`src/rtl/wcb_pkg.sv`:
```
package wcb_pkg;
   typedef enum logic [0:0] {
      WCB_FILL  = 1'b0,
      WCB_DRAIN = 1'b1
   } wcb_state_e;
endpackage

```
`src/rtl/wcb_byte_cell.sv`:
```
module wcb_byte_cell (
   input  logic       clk,
   input  logic       rst_n,
   input  logic       we,
   input  logic       clr,
   input  logic [7:0] din,
   output logic [7:0] q,
   output logic       vld
);
   always_ff @(posedge clk) begin
      if (!rst_n || clr) begin
         q   <= 8'h00;
         vld <= 1'b0;
      end else if (we) begin
         q   <= din;
         vld <= 1'b1;
      end
   end
endmodule

```
`src/rtl/wcb_line_store.sv`:
```
module wcb_line_store #(
   parameter int ADDR_W     = 32,
   parameter int LINE_BYTES = 32,
   parameter int WORD_BYTES = 4
) (
   input  logic                             clk,
   input  logic                             rst_n,
   input  logic                             acc,
   input  logic                             clr,
   input  logic [ADDR_W-1:0]                addr,
   input  logic [8*WORD_BYTES-1:0]          data,
   input  logic [WORD_BYTES-1:0]            be,
   output logic [ADDR_W-$clog2(LINE_BYTES)-1:0] tag_q,
   output logic [8*LINE_BYTES-1:0]          line_q,
   output logic [LINE_BYTES-1:0]            mask_q,
   output logic                             empty,
   output logic                             hit,
   output logic                             fills
);
   localparam int OFS_W  = $clog2(LINE_BYTES);
   localparam int WB_W   = $clog2(WORD_BYTES);
   localparam int TAG_W  = ADDR_W - OFS_W;
   localparam int LANES  = LINE_BYTES / WORD_BYTES;
   localparam int LANE_W = (LANES > 1) ? $clog2(LANES) : 1;

   logic [LANE_W-1:0]     lane_sel;
   logic [LINE_BYTES-1:0] hit_bits;

   generate
      if (LANES == 1) begin : g_one_lane
         assign lane_sel = '0;
      end else begin : g_many_lanes
         assign lane_sel = addr[OFS_W-1:WB_W];
      end
   endgenerate

   for (genvar i = 0; i < LINE_BYTES; i++) begin : g_byte
      localparam int LANE = i / WORD_BYTES;
      localparam int K    = i % WORD_BYTES;
      assign hit_bits[i] = (lane_sel == LANE_W'(LANE)) && be[K];
      wcb_byte_cell u_cell (
         .clk (clk),
         .rst_n (rst_n),
         .we  (acc && hit_bits[i]),
         .clr (clr),
         .din (data[8*K +: 8]),
         .q   (line_q[8*i +: 8]),
         .vld (mask_q[i])
      );
   end

   always_ff @(posedge clk) begin
      if (!rst_n) tag_q <= '0;
      else if (acc) tag_q <= addr[ADDR_W-1:OFS_W];
   end

   assign empty = (mask_q == '0);
   assign hit   = (addr[ADDR_W-1:OFS_W] == tag_q);
   assign fills = &(mask_q | hit_bits);

   // a store joins a non-empty image only when it belongs to the same line
   assert_acc_same_line_R5: assert property (@(posedge clk) disable iff (!rst_n)
      (acc && !empty) |-> hit);
   // a clear leaves no valid byte behind
   assert_clear_empties_R8: assert property (@(posedge clk) disable iff (!rst_n)
      clr |=> (mask_q == '0) && (line_q == '0));
   // taken enables always end up valid
   assert_enable_sets_valid_R3: assert property (@(posedge clk) disable iff (!rst_n)
      (acc && !clr) |=> ((mask_q & $past(hit_bits)) == $past(hit_bits)));

   wire [TAG_W-1:0] unused_tag_w = '0;
   wire unused_ok = &{1'b0, unused_tag_w};
endmodule

```
`src/rtl/wcb_ctrl.sv`:
```
module wcb_ctrl
   import wcb_pkg::*;
(
   input  logic clk,
   input  logic rst_n,
   input  logic st_valid,
   input  logic flush,
   input  logic burst_ready,
   input  logic empty,
   input  logic hit,
   input  logic fills,
   output logic st_ready,
   output logic acc,
   output logic clr,
   output logic burst_valid
);
   wcb_state_e state_q, state_d;
   logic       drain_start;

   assign drain_start = (state_q == WCB_FILL) && !empty &&
                        (flush || (st_valid && !hit));
   assign st_ready    = (state_q == WCB_FILL) && !drain_start;
   assign acc         = st_valid && st_ready;
   assign burst_valid = (state_q == WCB_DRAIN);
   assign clr         = burst_valid && burst_ready;

   always_comb begin
      state_d = state_q;
      unique case (state_q)
         WCB_FILL:  if (drain_start || (acc && fills)) state_d = WCB_DRAIN;
         WCB_DRAIN: if (burst_ready) state_d = WCB_FILL;
         default:   state_d = WCB_FILL;
      endcase
   end

   always_ff @(posedge clk) begin
      if (!rst_n) state_q <= WCB_FILL;
      else        state_q <= state_d;
   end

   // a flush on a non-empty idle buffer starts the drain next cycle
   assert_flush_drains_R6: assert property (@(posedge clk) disable iff (!rst_n)
      (state_q == WCB_FILL && flush && !empty) |=> burst_valid);
   // a taken burst returns control to the fill state
   assert_drain_ends_R8: assert property (@(posedge clk) disable iff (!rst_n)
      clr |=> !burst_valid);
endmodule

```
`src/rtl/wc_write_buffer.sv`:
```
module wc_write_buffer #(
   parameter int ADDR_W     = 32,
   parameter int LINE_BYTES = 32,
   parameter int WORD_BYTES = 4
) (
   input  logic                    clk,
   input  logic                    rst_n,
   input  logic                    st_valid,
   output logic                    st_ready,
   input  logic [ADDR_W-1:0]       st_addr,
   input  logic [8*WORD_BYTES-1:0] st_data,
   input  logic [WORD_BYTES-1:0]   st_be,
   input  logic                    flush,
   output logic                    burst_valid,
   input  logic                    burst_ready,
   output logic [ADDR_W-1:0]       burst_addr,
   output logic [8*LINE_BYTES-1:0] burst_data,
   output logic [LINE_BYTES-1:0]   burst_mask,
   output logic                    pending
);
   localparam int OFS_W = $clog2(LINE_BYTES);
   localparam int TAG_W = ADDR_W - OFS_W;

   if ((1 << OFS_W) != LINE_BYTES) begin : g_bad_line
      $error("LINE_BYTES must be a power of two");
   end
   if ((1 << $clog2(WORD_BYTES)) != WORD_BYTES || WORD_BYTES > LINE_BYTES) begin : g_bad_word
      $error("WORD_BYTES must be a power of two no larger than LINE_BYTES");
   end
   if (ADDR_W <= OFS_W) begin : g_bad_addr
      $error("ADDR_W must exceed the line offset width");
   end

   logic             acc, clr, empty, hit, fills;
   logic [TAG_W-1:0] tag_q;

   wcb_line_store #(
      .ADDR_W(ADDR_W), .LINE_BYTES(LINE_BYTES), .WORD_BYTES(WORD_BYTES)
   ) u_store (
      .clk(clk), .rst_n(rst_n), .acc(acc), .clr(clr),
      .addr(st_addr), .data(st_data), .be(st_be),
      .tag_q(tag_q), .line_q(burst_data), .mask_q(burst_mask),
      .empty(empty), .hit(hit), .fills(fills)
   );

   wcb_ctrl u_ctrl (
      .clk(clk), .rst_n(rst_n), .st_valid(st_valid), .flush(flush),
      .burst_ready(burst_ready), .empty(empty), .hit(hit), .fills(fills),
      .st_ready(st_ready), .acc(acc), .clr(clr), .burst_valid(burst_valid)
   );

   assign burst_addr = {tag_q, {OFS_W{1'b0}}};
   assign pending    = !empty;

   // the offered burst holds still until memory accepts it
   assert_burst_hold_R7: assert property (@(posedge clk) disable iff (!rst_n)
      (burst_valid && !burst_ready) |=> burst_valid && $stable(burst_addr) &&
      $stable(burst_mask) && $stable(burst_data));
   // the buffer is empty right after the burst handshake
   assert_empty_after_burst_R8: assert property (@(posedge clk) disable iff (!rst_n)
      (burst_valid && burst_ready) |=> !pending && st_ready);
   // a complete line is never left waiting in the fill state
   assert_full_drains_R4: assert property (@(posedge clk) disable iff (!rst_n)
      (&burst_mask) |-> burst_valid);
   // a burst always carries at least one valid byte
   assert_burst_nonempty_R6: assert property (@(posedge clk) disable iff (!rst_n)
      burst_valid |-> (|burst_mask));
   // no store is taken while a drain is in progress
   assert_no_store_in_drain_R9: assert property (@(posedge clk) disable iff (!rst_n)
      burst_valid |-> !st_ready);
endmodule

```
`config.mk`:
```
export PLATFORM = sky130hd
export DESIGN_NAME = wc_write_buffer
export DESIGN_NICKNAME = d
export VERILOG_FILES = /design/src/rtl/wcb_pkg.sv /design/src/rtl/wcb_byte_cell.sv /design/src/rtl/wcb_line_store.sv /design/src/rtl/wcb_ctrl.sv /design/src/rtl/wc_write_buffer.sv
export SDC_FILE = /design/constraint.sdc
export NUM_CORES = 1
export LEC_CHECK = 0
export ABC_AREA = 1
export BUFFER_PORTS_ARGS = -buffer_cell sky130_fd_sc_hd__clkbuf_2
export CORE_ASPECT_RATIO = 0.5
export CORE_UTILIZATION = 57
export CTS_CLUSTER_SIZE = 20
export DETAILED_ROUTE_END_ITERATION = 10
export PLACE_DENSITY = 0.86
export SYNTH_ARGS = -nofsm -noshare
export SYNTH_HDL_FRONTEND = slang
export SYNTH_SLANG_ARGS = --single-unit
```
`constraint.sdc`:
```
create_clock -name clk -period 3.1 [get_ports clk]
set_input_delay 0 -clock clk [delete_from_list [all_inputs] [get_ports clk]]
set_output_delay 0 -clock clk [all_outputs]
set_load 0.03 [all_outputs]
```
# Word level (Yosys, flattened, before mapping)
# Index checks and enable logic that the tools add are counted.
# word_totals
reg_bits,316
wordCells,160
output_inout_bits,323
input_bits,73
# classes
n_bitwise,2
n_eq_ne,8
reduce_logical,81
n_mux,3
# ops
operator,n
logical AND 1 bit,71
logical NOT 32 bit,1
bitwise OR 32 bit,1
AND reduction 32 bit,1
equality test 27 bit,1
"equality test 3 bit, second input constant",4
"equality test 3 x 2 -> 1 bit, second input constant",2
logical NOT 1 bit,4
"equality test 3 x 1 -> 1 bit, second input constant",1
logical NOT 3 bit,1
logical OR 1 bit,3
2-to-1 mux 1 bit,2
one-hot mux 1 bit (2 select lines),1
inverter 1 bit,1

# Logic depth before layout (Yosys ltp)
# Gate-level depths: netlist of run 1.
# depth
ltp_word,12
mapped_depth,17
mapped_depth_nobuf,15

# Hierarchy
# Synthesis of run 1 repeated with hierarchy kept, for this count alone.
# hier_totals
hier_cells,1623
hier_area_um2,12230.5
# modules_own_cells
mod,area_each_um2,cells_each,instances
wcb_byte_cell,310.3,39,32
wcb_line_store,2154.6,350,1
wcb_ctrl,101.3,18,1
wc_write_buffer,45.0,7,1

# Worst setup path before layout of run 1
# Ideal clock, no wire load.
# synth_timing
path_type,register to register
startpoint,register u_store.tag_q[18]
endpoint,register u_store.tag_q[19]
arrival_ns,1.991
setup_ns,0.070
setup_slack_ns,1.039
n_path_buf,1
stages_incl_launch_ff,13
required_ns,3.030
period_less_slack_ns,2.061
path_cell_list,dfxtp_1 xnor2_1 nand2_1 nor2_1 nand2_1 nor2_1 nand2_1 nand2_1 nand2_2 a21oi_1 clkbuf_1 nand3_1 a21oi_1
# synth_via
elab_chain_len,8
# synth_lines
element,line_no,source
"start, declared",wcb_line_store.sv:13,"output logic [ADDR_W-$clog2(LINE_BYTES)-1:0] tag_q,"
"start signal, assigned",wcb_line_store.sv:54,else if (acc) tag_q <= addr[ADDR_W-1:OFS_W];
equality test 27 bit,wcb_line_store.sv:58,assign hit = (addr[ADDR_W-1:OFS_W] == tag_q);
logical NOT 1 bit,wcb_ctrl.sv:21,(flush || (st_valid && !hit));
logical AND 1 bit,wcb_ctrl.sv:21,
logical OR 1 bit,wcb_ctrl.sv:21,
logical AND 1 bit,wcb_ctrl.sv:20,assign drain_start = (state_q == WCB_FILL) && !empty &&
logical NOT 1 bit,wcb_ctrl.sv:22,assign st_ready = (state_q == WCB_FILL) && !drain_start;
logical AND 1 bit,wcb_ctrl.sv:22,
via st_ready,wc_write_buffer.sv:9,"output logic st_ready,"
logical AND 1 bit,wcb_ctrl.sv:23,assign acc = st_valid && st_ready;
# The timed path passes the listed nets, and every way through them passes these cells.
# A chain may end at the register's enable or synchronous reset.

# Worst setup path after layout of run 1
# layout_timing
startpoint,register u_store.tag_q[10]
endpoint,register u_store.tag_q[11]
# layout_via
elab_chain_len,8
# layout_lines
element,line_no
equality test 27 bit,wcb_line_store.sv:58
logical NOT 1 bit,wcb_ctrl.sv:21
logical AND 1 bit,wcb_ctrl.sv:21
logical OR 1 bit,wcb_ctrl.sv:21
logical AND 1 bit,wcb_ctrl.sv:20
logical NOT 1 bit,wcb_ctrl.sv:22
logical AND 1 bit,wcb_ctrl.sv:22
logical AND 1 bit,wcb_ctrl.sv:23
# Every way passes these cells.

==> flow_metrics.env, run 1 <==
export IMPL_initial_utilization=0.594
export IMPL_power_density_mw_per_mm2=578
export IMPL_drc_errors=0
export IMPL_synth_compound_area_frac=0.0284
export IMPL_crit_chain="xnor2_1 > nand2_1 > nor2_1 > nand2_1 > nor2_1 > nand2_1 > nand2_1 > nand2_2 > a21oi_2 > buf_4 > nand3_1 > dlygate4sd3_1 > a21oi_1"
export IMPL_fin_area_mm2=0.0175
export IMPL_cp_top_family="buffers and inverters"
export IMPL_ios=396
export IMPL_cpMostUsedCell="nand2_1"
export IMPL_min_from="st_valid"
export IMPL_critPathMaxStageDelay_ns=0.61
export IMPL_post_dp_cell_area_mm2=0.0160
export IMPL_n_antenna_cell=0
export IMPL_clkLatencyLatePin_ns=0.55
export IMPL_fp_coreArea_mm2=0.0245
export IMPL_grt_max_degree=121
export IMPL_path_buf_inv=2
export IMPL_slowest_stage="dlygate4sd3_1"
export IMPL_vias=13900
export IMPL_final_max_slew_viol_count=0
export IMPL_totalWireLength_um=42400
export IMPL_cts_buffer_depth=3
export IMPL_grt_pass1_wl_um=66300
export IMPL_antenna_found_initial=0
export IMPL_clk_pin_slew_ns=0.07
export IMPL_period_share=0.921
export IMPL_fillCellCount=1869
export IMPL_r2r_start="u_store.tag_q[10]"
export IMPL_syn_cell_area_mm2=0.0146
export IMPL_critPathKind="flip-flop to flip-flop"
export IMPL_ys_top_cells_by_area="dfxtp_1 43%, nor2_1 14%, nand2_1 14%, inv_1 8.1%, nand4_4 4.2%"
export IMPL_root_buffer="clkbuf_16"
export IMPL_place_gp_congestion=0.909
export IMPL_yosysTopAreaCellShare=0.434
export IMPL_setup_viol_count_final=0
export IMPL_leakagePower_nw=9.50
export IMPL_startpoint="u_store.tag_q[10]"
export IMPL_ir_drop_mv=0.388
export IMPL_synth_top_family_by_area="simple AND/OR/NAND/NOR gates"
export IMPL_fmax_ghz=0.350
export IMPL_synth_xor_area_frac=0.0114
export IMPL_hp_class="input pin to flip-flop"
export IMPL_syn_area_per_cell_um2=6.87
export IMPL_seq_area_mm2=0.00633
export IMPL_tns_ns=0
export IMPL_post_cts_buffers=0
export IMPL_ant_nets=0
export IMPL_yosys_warnings=0
export IMPL_port_buffers=388
export IMPL_vias_per_cell=4.93
export IMPL_fin_crit_ns=2.85
export IMPL_die_height_um=115
export IMPL_cp_end_kind="flip-flop"
export IMPL_nets=2543
export IMPL_worst_ep_arrival_time_ns=3.30
export IMPL_status="finished clean"
export IMPL_floorplan_die_area_mm2=0.0263
export IMPL_grt_pass1_vias=12600
export IMPL_skew_ns=0.0119
export IMPL_ys_seq_elements=316
export IMPL_rsz0062_at_grt="no"
export IMPL_start_kind="flip-flop"
export IMPL_synth_seq_area_share=0.434
export IMPL_grt_overflow_total=0
export IMPL_multiInputGateArea_mm2=0.00594
export IMPL_cts_sinks=316
export IMPL_critPathMaxFanout=28
export IMPL_die_w_um=228
export IMPL_cts_tree="done"
export IMPL_synth_mux_area_frac=0
export IMPL_holdWs_ns=0.0249
export IMPL_synthCells=2121
export IMPL_dp_final_hpwl_um=27700
export IMPL_synthAdderAreaFrac=0
export IMPL_hold_violations=0
export IMPL_tightestPinTransition_ns=0.785
export IMPL_yosys_area_share_simple=0.366
export IMPL_maxCapViolations=0
export IMPL_first_pass_iters=6
export IMPL_cp_required_ns=3.55
export IMPL_htree_levels=1
export IMPL_yosys_area_top_type="dfxtp_1"
export IMPL_placement_rows=40
export IMPL_drtIter0Drc=1239
export IMPL_cts_made_buffers=28
export IMPL_relSlewSlack=0.473
export IMPL_wl_per_cell_um=15.0
export IMPL_yosys_cell_types_count=30
export IMPL_drive_gt1_frac=0.205
export IMPL_gr_usage_all_layers=0.312
export IMPL_area_growth_pct=20.4
path summary, 6_finish.rpt:
check | end | depth (start not counted) | slack, ns
min | u_store.tag_q[4] | 3 | 0.02
min reg2reg | u_store.g_byte[10].u_cell.vld | 2 | 0.49
max reg2reg | u_store.tag_q[11] | 13 | 0.25
max | u_store.tag_q[11] | 13 | 0.25
tightest hold or removal path: stages:
cell	delay [ns]
buf_4	0.30
nand3_1	0.16
a21oi_1	0.06
synth_stat cells:
| master | n |
|---|---|
| inv_1 | 314 |
| nand4_4 | 29 |
| nand4_1 | 5 |
| nand2_1 | 558 |
| o221ai_1 | 1 |
| nor4_1 | 4 |
| nor3b_1 | 2 |
| xnor2_1 | 18 |
| nand3_2 | 1 |
| dfxtp_1 | 316 |
| buf_6 | 34 |
| clkbuf_1 | 20 |
| buf_4 | 52 |
| o22ai_1 | 10 |
| conb_1 | 1 |
| nand2_2 | 30 |
| nand2_4 | 1 |
| o21ai_0 | 7 |
| buf_12 | 3 |
| clkinv_1 | 4 |
| nor2_1 | 561 |
| or3b_2 | 1 |
| buf_2 | 44 |
| o211ai_1 | 1 |
| inv_2 | 1 |
| a21oi_1 | 60 |
| nand4_2 | 3 |
| xor2_1 | 1 |
| nor3_1 | 3 |
| nand3_1 | 36 |
final cells by class:
type	instances	area share
Timing Repair Buffer	468	0.158
Clock buffer	39	0.0464
Multi-Input combinational cell	1337	0.339
Clock inverter	8	0.00407
Sequential cell	316	0.361
Tap cell	336	0.0240
Inverter	319	0.0687
through the flow:
step / power, mW / util / setup slack [ns] / cells
after detailed placement: 6.58 / 0.652 / 0.632 / 2708
after CTS: 10.1 / 0.715 / 0.490 / 2823
after global placement: 6.55 / 0.652 / 0.726 / 2708
final: 10.1 / 0.715 / 0.246 / 2823
after global routing: 10.5 / 0.715 / 0.151 / 2823
after floorplan: 6.17 / - / 1.04 / 2125
per-layer routing:
metal / vias to the layer above / part of all wire / track usage
met2: 611 / 0.47 / 0.529
met4: 0 / 0.054 / 0.164
met3: 162 / 0.067 / 0.0556
li1: 6883 / - / -
met5: - / 0 / 0
met1: 6262 / 0.41 / 0.387
flip-flops by register name (all words and copies together), names as in the netlist:
name and count:
u_ctrl.burst_valid 1, u_store.g_byte.u_cell.q 256, u_store.tag_q 27, u_store.g_byte.u_cell.vld 32
cell families after synthesis:
kind of cell,count (synthesis)
AO/OA/AOI/OAI,79
XOR/XNOR,19
buffers and inverters,472
flip-flops,316
other,1
AND/OR/NAND/NOR,1234
where the power goes:
group / switching (mW) / internal, mW / leakage (nW)
clock: 1.55 / 1.91 / 0.438
combinational: 1.65 / 0.616 / 6.51
sequential: 0.151 / 4.25 / 2.55
timing repair:
item | CTS | global route
endpoints found under the hold margin | 284 | 0
hold buffers | 68 | 0
resized for setup | 0 | 0
layout by cell type, fill, tap and decap left out, types with 2 or more instances in the layout:
cell	n
a21oi_1	59
buf_12	4
buf_4	9
clkbuf_1	5
clkbuf_16	29
clkbuf_2	387
clkbuf_8	5
clkinv_1	3
clkinv_2	5
conb_1	5
dfxtp_1	316
dlygate4sd3_1	68
inv_1	314
nand2_1	558
nand2_2	30
nand3_1	36
nand4_1	5
nand4_2	3
nand4_4	29
nor2_1	561
nor3_1	3
nor3b_1	2
nor4_1	4
o21ai_0	7
o22ai_1	10
xnor2_1	18
Power figures use the tool's default switching activity.
==> run 2, diff against run 1 <==
Settings changed: BUFFER_PORTS_ARGS -buffer_cell sky130_fd_sc_hd__clkbuf_2 to default, CORE_UTILIZATION 57 to 60, DONT_BUFFER_PORTS from default to 1, PLACE_DENSITY 0.86 to 0.76.
==> flow_metrics.env, run 2 (synthesized netlist as in run 1, its figures left out) <==
export IMPL_drc_errors=0
export IMPL_setup_viol_count_final=0
export IMPL_grt_pass1_wl_um=62000
export IMPL_totalWireLength_um=39400
export IMPL_worst_ep_arrival_time_ns=3.37
export IMPL_floorplan_die_area_mm2=0.0250
export IMPL_cp_end_kind="flip-flop"
export IMPL_r2r_start="u_store.g_byte[30].u_cell.vld"
export IMPL_grt_busiest_layer="met2"
export IMPL_leakagePower_nw=7.87
export IMPL_wl_per_cell_um=16.3
export IMPL_grt_use_met2=0.507
export IMPL_skew_ns=0.0127
export IMPL_cts_buffer_depth=3
export IMPL_final_max_slew_viol_count=0
export IMPL_p_total_mw=10.4
export IMPL_r2r_cells=10
export IMPL_final_cell_mix="561 x nor2_1, 558 x nand2_1, 314 x inv_1, 311 x dfxtp_1, 65 x dlygate4sd3_1"
export IMPL_cts_tree="done"
export IMPL_relSlewSlack=0.456
export IMPL_grt_use_met1=0.393
export IMPL_port_buffers=0
export IMPL_reg_top3="u_store.g_byte.u_cell.q x256, u_store.g_byte.u_cell.vld x32, u_store.tag_q x27"
export IMPL_cts_sinks=316
export IMPL_min_from="st_be[2]"
export IMPL_power_density_mw_per_mm2=658
export IMPL_fp_coreArea_mm2=0.0233
export IMPL_initial_utilization=0.625
export IMPL_antenna_found_initial=1
export IMPL_hp_class="input pin to flip-flop"
export IMPL_hold_path_depth=4
export IMPL_vias=12100
export IMPL_startpoint="u_store.g_byte[30].u_cell.vld"
export IMPL_grt_overflow_total=0
export IMPL_cp_required_ns=3.56
export IMPL_tightestPinTransition_ns=0.811
export IMPL_start_kind="flip-flop"
export IMPL_ir_drop_mv=0.463
export IMPL_root_buffer="clkbuf_16"
export IMPL_ant_nets=0
export IMPL_die_height_um=112
export IMPL_maxCapViolations=0
export IMPL_largest_register_ffs=256
export IMPL_post_dp_cell_area_mm2=0.0141
export IMPL_first_pass_iters=6
export IMPL_fin_crit_ns=2.91
export IMPL_dp_final_hpwl_um=26400
export IMPL_grt_max_degree=94
export IMPL_use_met3=0.0963
export IMPL_critPathKind="flip-flop to flip-flop"
export IMPL_cts_made_buffers=28
export IMPL_critPathMaxFanout=17
export IMPL_clk_pin_slew_ns=0.07
export IMPL_rsz0062_at_grt="no"
export IMPL_period_share=0.940
export IMPL_status="finished clean"
export IMPL_fin_area_mm2=0.0158
export IMPL_gr_usage_all_layers=0.310
export IMPL_area_growth_pct=8.49
export IMPL_drive_gt1_frac=0.0655
export IMPL_hold_violations=0
export IMPL_fmax_ghz=0.343
export IMPL_ios=396
export IMPL_largest_register="u_store.g_byte.u_cell.q"
export IMPL_die_w_um=222
export IMPL_fillCellCount=1965
export IMPL_drtIter0Drc=1175
export IMPL_placement_rows=39
export IMPL_vias_per_cell=4.99
export IMPL_clkLatencyLatePin_ns=0.55
export IMPL_layout_commonest_cell="nor2_1"
export IMPL_tns_ns=0
export IMPL_grt_pass1_vias=11100
export IMPL_place_gp_congestion=0.879
export IMPL_nets=2158
export IMPL_htree_levels=1
## run 2: repair_timing
action	4_1_cts	5_1_grt
endpoints found under the hold margin	316	0
hold buffers	66	0
gates resized for setup	0	6
endpoints found under the setup margin	0	3
setup buffers	0	0
## run 2: per-stage QoR
step,setup WS (ns),util,cells,hold slack (ns)
3_5_place_dp,0.564,0.603,2296,0.142
3_3_place_gp,0.595,0.603,2296,0.137
2_1_floorplan,1.04,-,2125,0.160
5_1_grt,0.0144,0.678,2414,0.0533
6_report,0.185,0.678,2415,0.0343
4_1_cts,0.0788,0.677,2414,0.0163
## run 2: path summary, 6_finish.rpt
kind | endpoint | slack [ns]
max reg2reg | u_store.g_byte[28].u_cell.q[0] | 0.19
max | u_store.g_byte[28].u_cell.q[0] | 0.19
min reg2reg | u_store.tag_q[15] | 0.56
min | u_store.g_byte[26].u_cell.vld | 0.03
## run 2: routing by layer
layer | routed length (um) | vias up
met5 | 0 | -
met4 | 1270 | 0
met3 | 3850 | 88
met2 | 17700 | 466
met1 | 16700 | 5400
li1 | - | 6102
## run 2: critical path: stages (launching register included)
cell,delay (ns)
dfxtp_1,0.45
nor4_1,0.42
nand3_1,0.12
nor2_1,0.24
nor2_1,0.11
nand2_4,0.17
buf_12,0.22
nand4_4,0.28
nor2_1,0.19
dlygate4sd3_1,0.57
nor2_1,0.04
## run 2: area by class of cell
| type | count | area (um2) | area share |
|---|---|---|---|
| multi-input cells | 1337 | 5960 | 0.377 |
| flip-flops and latches | 316 | 6330 | 0.400 |
| well taps | 307 | 384 | 0.0243 |
| repair buffers | 83 | 881 | 0.0557 |
| diodes | 1 | 2.50 | 0.000158 |
| clock buffers | 40 | 827 | 0.0523 |
| inverters | 319 | 1200 | 0.0760 |
| clock inverters | 12 | 225 | 0.0142 |
## run 2: power breakdown
| part | leakage, nW | internal [mW] | switching, mW |
|---|---|---|---|
| Combinational | 4.81 | 0.487 | 1.14 |
| Sequential | 2.56 | 4.25 | 0.559 |
| Clock | 0.504 | 2.36 | 1.59 |
==> run 3, diff against run 2 <==
Clock period 3.1 ns to 3.3 ns, I/O delays scaled along.
==> flow_metrics.env, run 3 (synthesized netlist as in run 1, its figures left out) <==
export IMPL_grt_pass1_wl_um=62200
export IMPL_cts_buffer_depth=3
export IMPL_cts_made_buffers=28
export IMPL_critPathKind="flip-flop to flip-flop"
export IMPL_area_growth_pct=8.19
export IMPL_layout_commonest_cell="nor2_1"
export IMPL_grt_pass1_vias=11300
export IMPL_hp_class="input pin to flip-flop"
export IMPL_crit_chain="nor4_1 > nand3_1 > nor2_1 > nor2_1 > nand2_4 > buf_12 > nand4_4 > nor2_1 > dlygate4sd3_1 > nor2_1"
export IMPL_cts_tree="done"
export IMPL_port_buffers=0
export IMPL_layout_setup_ws_ns=0.373
export IMPL_cp_required_ns=3.76
export IMPL_drive_gt1_frac=0.0645
export IMPL_largest_register="u_store.g_byte.u_cell.q"
export IMPL_cpMostUsedCell="nor2_1"
export IMPL_fin_cells=2418
export IMPL_place_gp_congestion=0.894
export IMPL_cp_end_kind="flip-flop"
export IMPL_skew_ns=0.0118
export IMPL_cts_sinks=316
export IMPL_floorplan_die_area_mm2=0.0250
export IMPL_worst_ep_arrival_time_ns=3.39
export IMPL_min_from="st_addr[2]"
export IMPL_wl_per_cell_um=16.4
export IMPL_placement_rows=39
export IMPL_dp_cells=2292
export IMPL_crit_reg2reg_capture="u_store.g_byte[18].u_cell.q[3]"
export IMPL_holdPathEnd="u_store.g_byte[30].u_cell.vld"
export IMPL_status="finished clean"
export IMPL_p_total_mw=9.71
export IMPL_die_w_um=222
export IMPL_vias_per_cell=4.98
export IMPL_power_density_mw_per_mm2=616
export IMPL_grt_overflow_total=0
export IMPL_leakagePower_nw=7.87
export IMPL_ir_drop_mv=0.404
export IMPL_critPathMaxFanout=17
export IMPL_relSlewSlack=0.498
export IMPL_clkLatencyLatePin_ns=0.56
export IMPL_final_max_slew_viol_count=0
export IMPL_dp_slack_ns=0.602
export IMPL_htree_levels=1
export IMPL_dp_final_hpwl_um=26700
export IMPL_grt_max_degree=82
export IMPL_seq_area_mm2=0.00633
export IMPL_start_kind="flip-flop"
export IMPL_multiInputGateArea_mm2=0.00595
export IMPL_cts_resized=0
export IMPL_antenna_found_initial=1
export IMPL_tns_ns=0
export IMPL_holdWs_ns=0.0159
export IMPL_cp_top_family="simple AND/OR/NAND/NOR gates"
export IMPL_root_buffer="clkbuf_16"
export IMPL_largest_register_ffs=256
export IMPL_fp_coreArea_mm2=0.0233
export IMPL_period_share=0.887
export IMPL_critPathMaxStageDelay_ns=0.58
export IMPL_tightestPinTransition_ns=0.749
export IMPL_clk_pin_slew_ns=0.07
export IMPL_hold_violations=0
export IMPL_path_buf_inv=2
export IMPL_reg_top3="u_store.g_byte.u_cell.q x256, u_store.g_byte.u_cell.vld x32, u_store.tag_q x27"
export IMPL_r2r_cells=10
export IMPL_drc_errors=0
export IMPL_fmax_ghz=0.342
export IMPL_ant_nets=0
export IMPL_die_height_um=112
export IMPL_final_cell_mix="561 x nor2_1, 558 x nand2_1, 316 x dfxtp_1, 314 x inv_1, 66 x dlygate4sd3_1"
export IMPL_rsz0062_at_grt="no"
export IMPL_ios=396
export IMPL_vias=12000
export IMPL_nets=2161
export IMPL_slowest_stage="dlygate4sd3_1"
export IMPL_r2r_start="u_store.g_byte[28].u_cell.vld"
export IMPL_drtIter0Drc=898
export IMPL_fin_crit_ns=2.93
export IMPL_fillCellCount=1993
export IMPL_hold_path_depth=4
export IMPL_gr_usage_all_layers=0.313
export IMPL_maxCapViolations=0
export IMPL_first_pass_iters=5
export IMPL_setup_viol_count_final=0
export IMPL_reg2reg_slack_ns=0.37
export IMPL_initial_utilization=0.625
export IMPL_totalWireLength_um=39600
[run 3: area by class of cell]
class | instances | share of cell area
flip-flops and latches | 316 | 0.401
multi-input cells | 1337 | 0.377
inverters | 319 | 0.0763
repair buffers | 86 | 0.0559
clock buffers | 34 | 0.0485
well taps | 307 | 0.0244
clock inverters | 17 | 0.0163
diodes | 2 | 0.000317
[run 3: how the worst max path moves through the flow]
| stage | start | to | slack (ns) | depth (start not counted) |
|---|---|---|---|---|
| 3_5_place_dp | u_store.g_byte[28].u_cell.vld | u_store.tag_q[9] | 0.60 | 8 |
| 5_1_grt | u_store.g_byte[1].u_cell.vld | u_store.g_byte[18].u_cell.q[3] | 0.19 | 12 |
| 2_1_floorplan | u_store.tag_q[18] | u_store.tag_q[19] | 1.24 | 12 |
| 6_report | u_store.g_byte[28].u_cell.vld | u_store.g_byte[18].u_cell.q[3] | 0.37 | 10 |
| 4_1_cts | u_store.g_byte[28].u_cell.vld | u_store.g_byte[18].u_cell.q[3] | 0.17 | 10 |
| 3_3_place_gp | u_store.g_byte[28].u_cell.vld | u_store.tag_q[1] | 0.63 | 8 |
[run 3: what timing repair did]
item                                    in CTS  in global routing
endpoints found under the hold margin      316                  0
setup buffers                                0                  6
endpoints found under the setup margin       0                  2
hold buffers                                67                  0
[run 3: tightest hold or removal path: cells and delay by family]
family / cells / cell delay (ns)
compound gates: 1 / 0.08
simple gates: 3 / 0.44
[run 3: per-layer routing]
| layer | routed length (um) | vias up | GRT usage |
|---|---|---|---|
| met5 | 0 | - | 0 |
| met4 | 1650 | 0 | 0.126 |
| met3 | 3810 | 112 | 0.0971 |
| met2 | 17500 | 459 | 0.505 |
| met1 | 16700 | 5343 | 0.392 |
| li1 | - | 6132 | - |
[run 3: report_power, final]
part | switching [mW] | leakage, nW | total (mW) | internal [mW]
Clock | 1.51 | 0.504 | 3.64 | 2.13
Sequential | 0.534 | 2.55 | 4.53 | 3.99
Combinational | 1.07 | 4.81 | 1.54 | 0.474
[run 3: stage by stage]
step                area, um2   util
finish                  15800  0.676
global route            15800  0.676
CTS                     15700  0.674
detailed placement      14000  0.601
global placement        14000  0.601
floorplan               14600      -
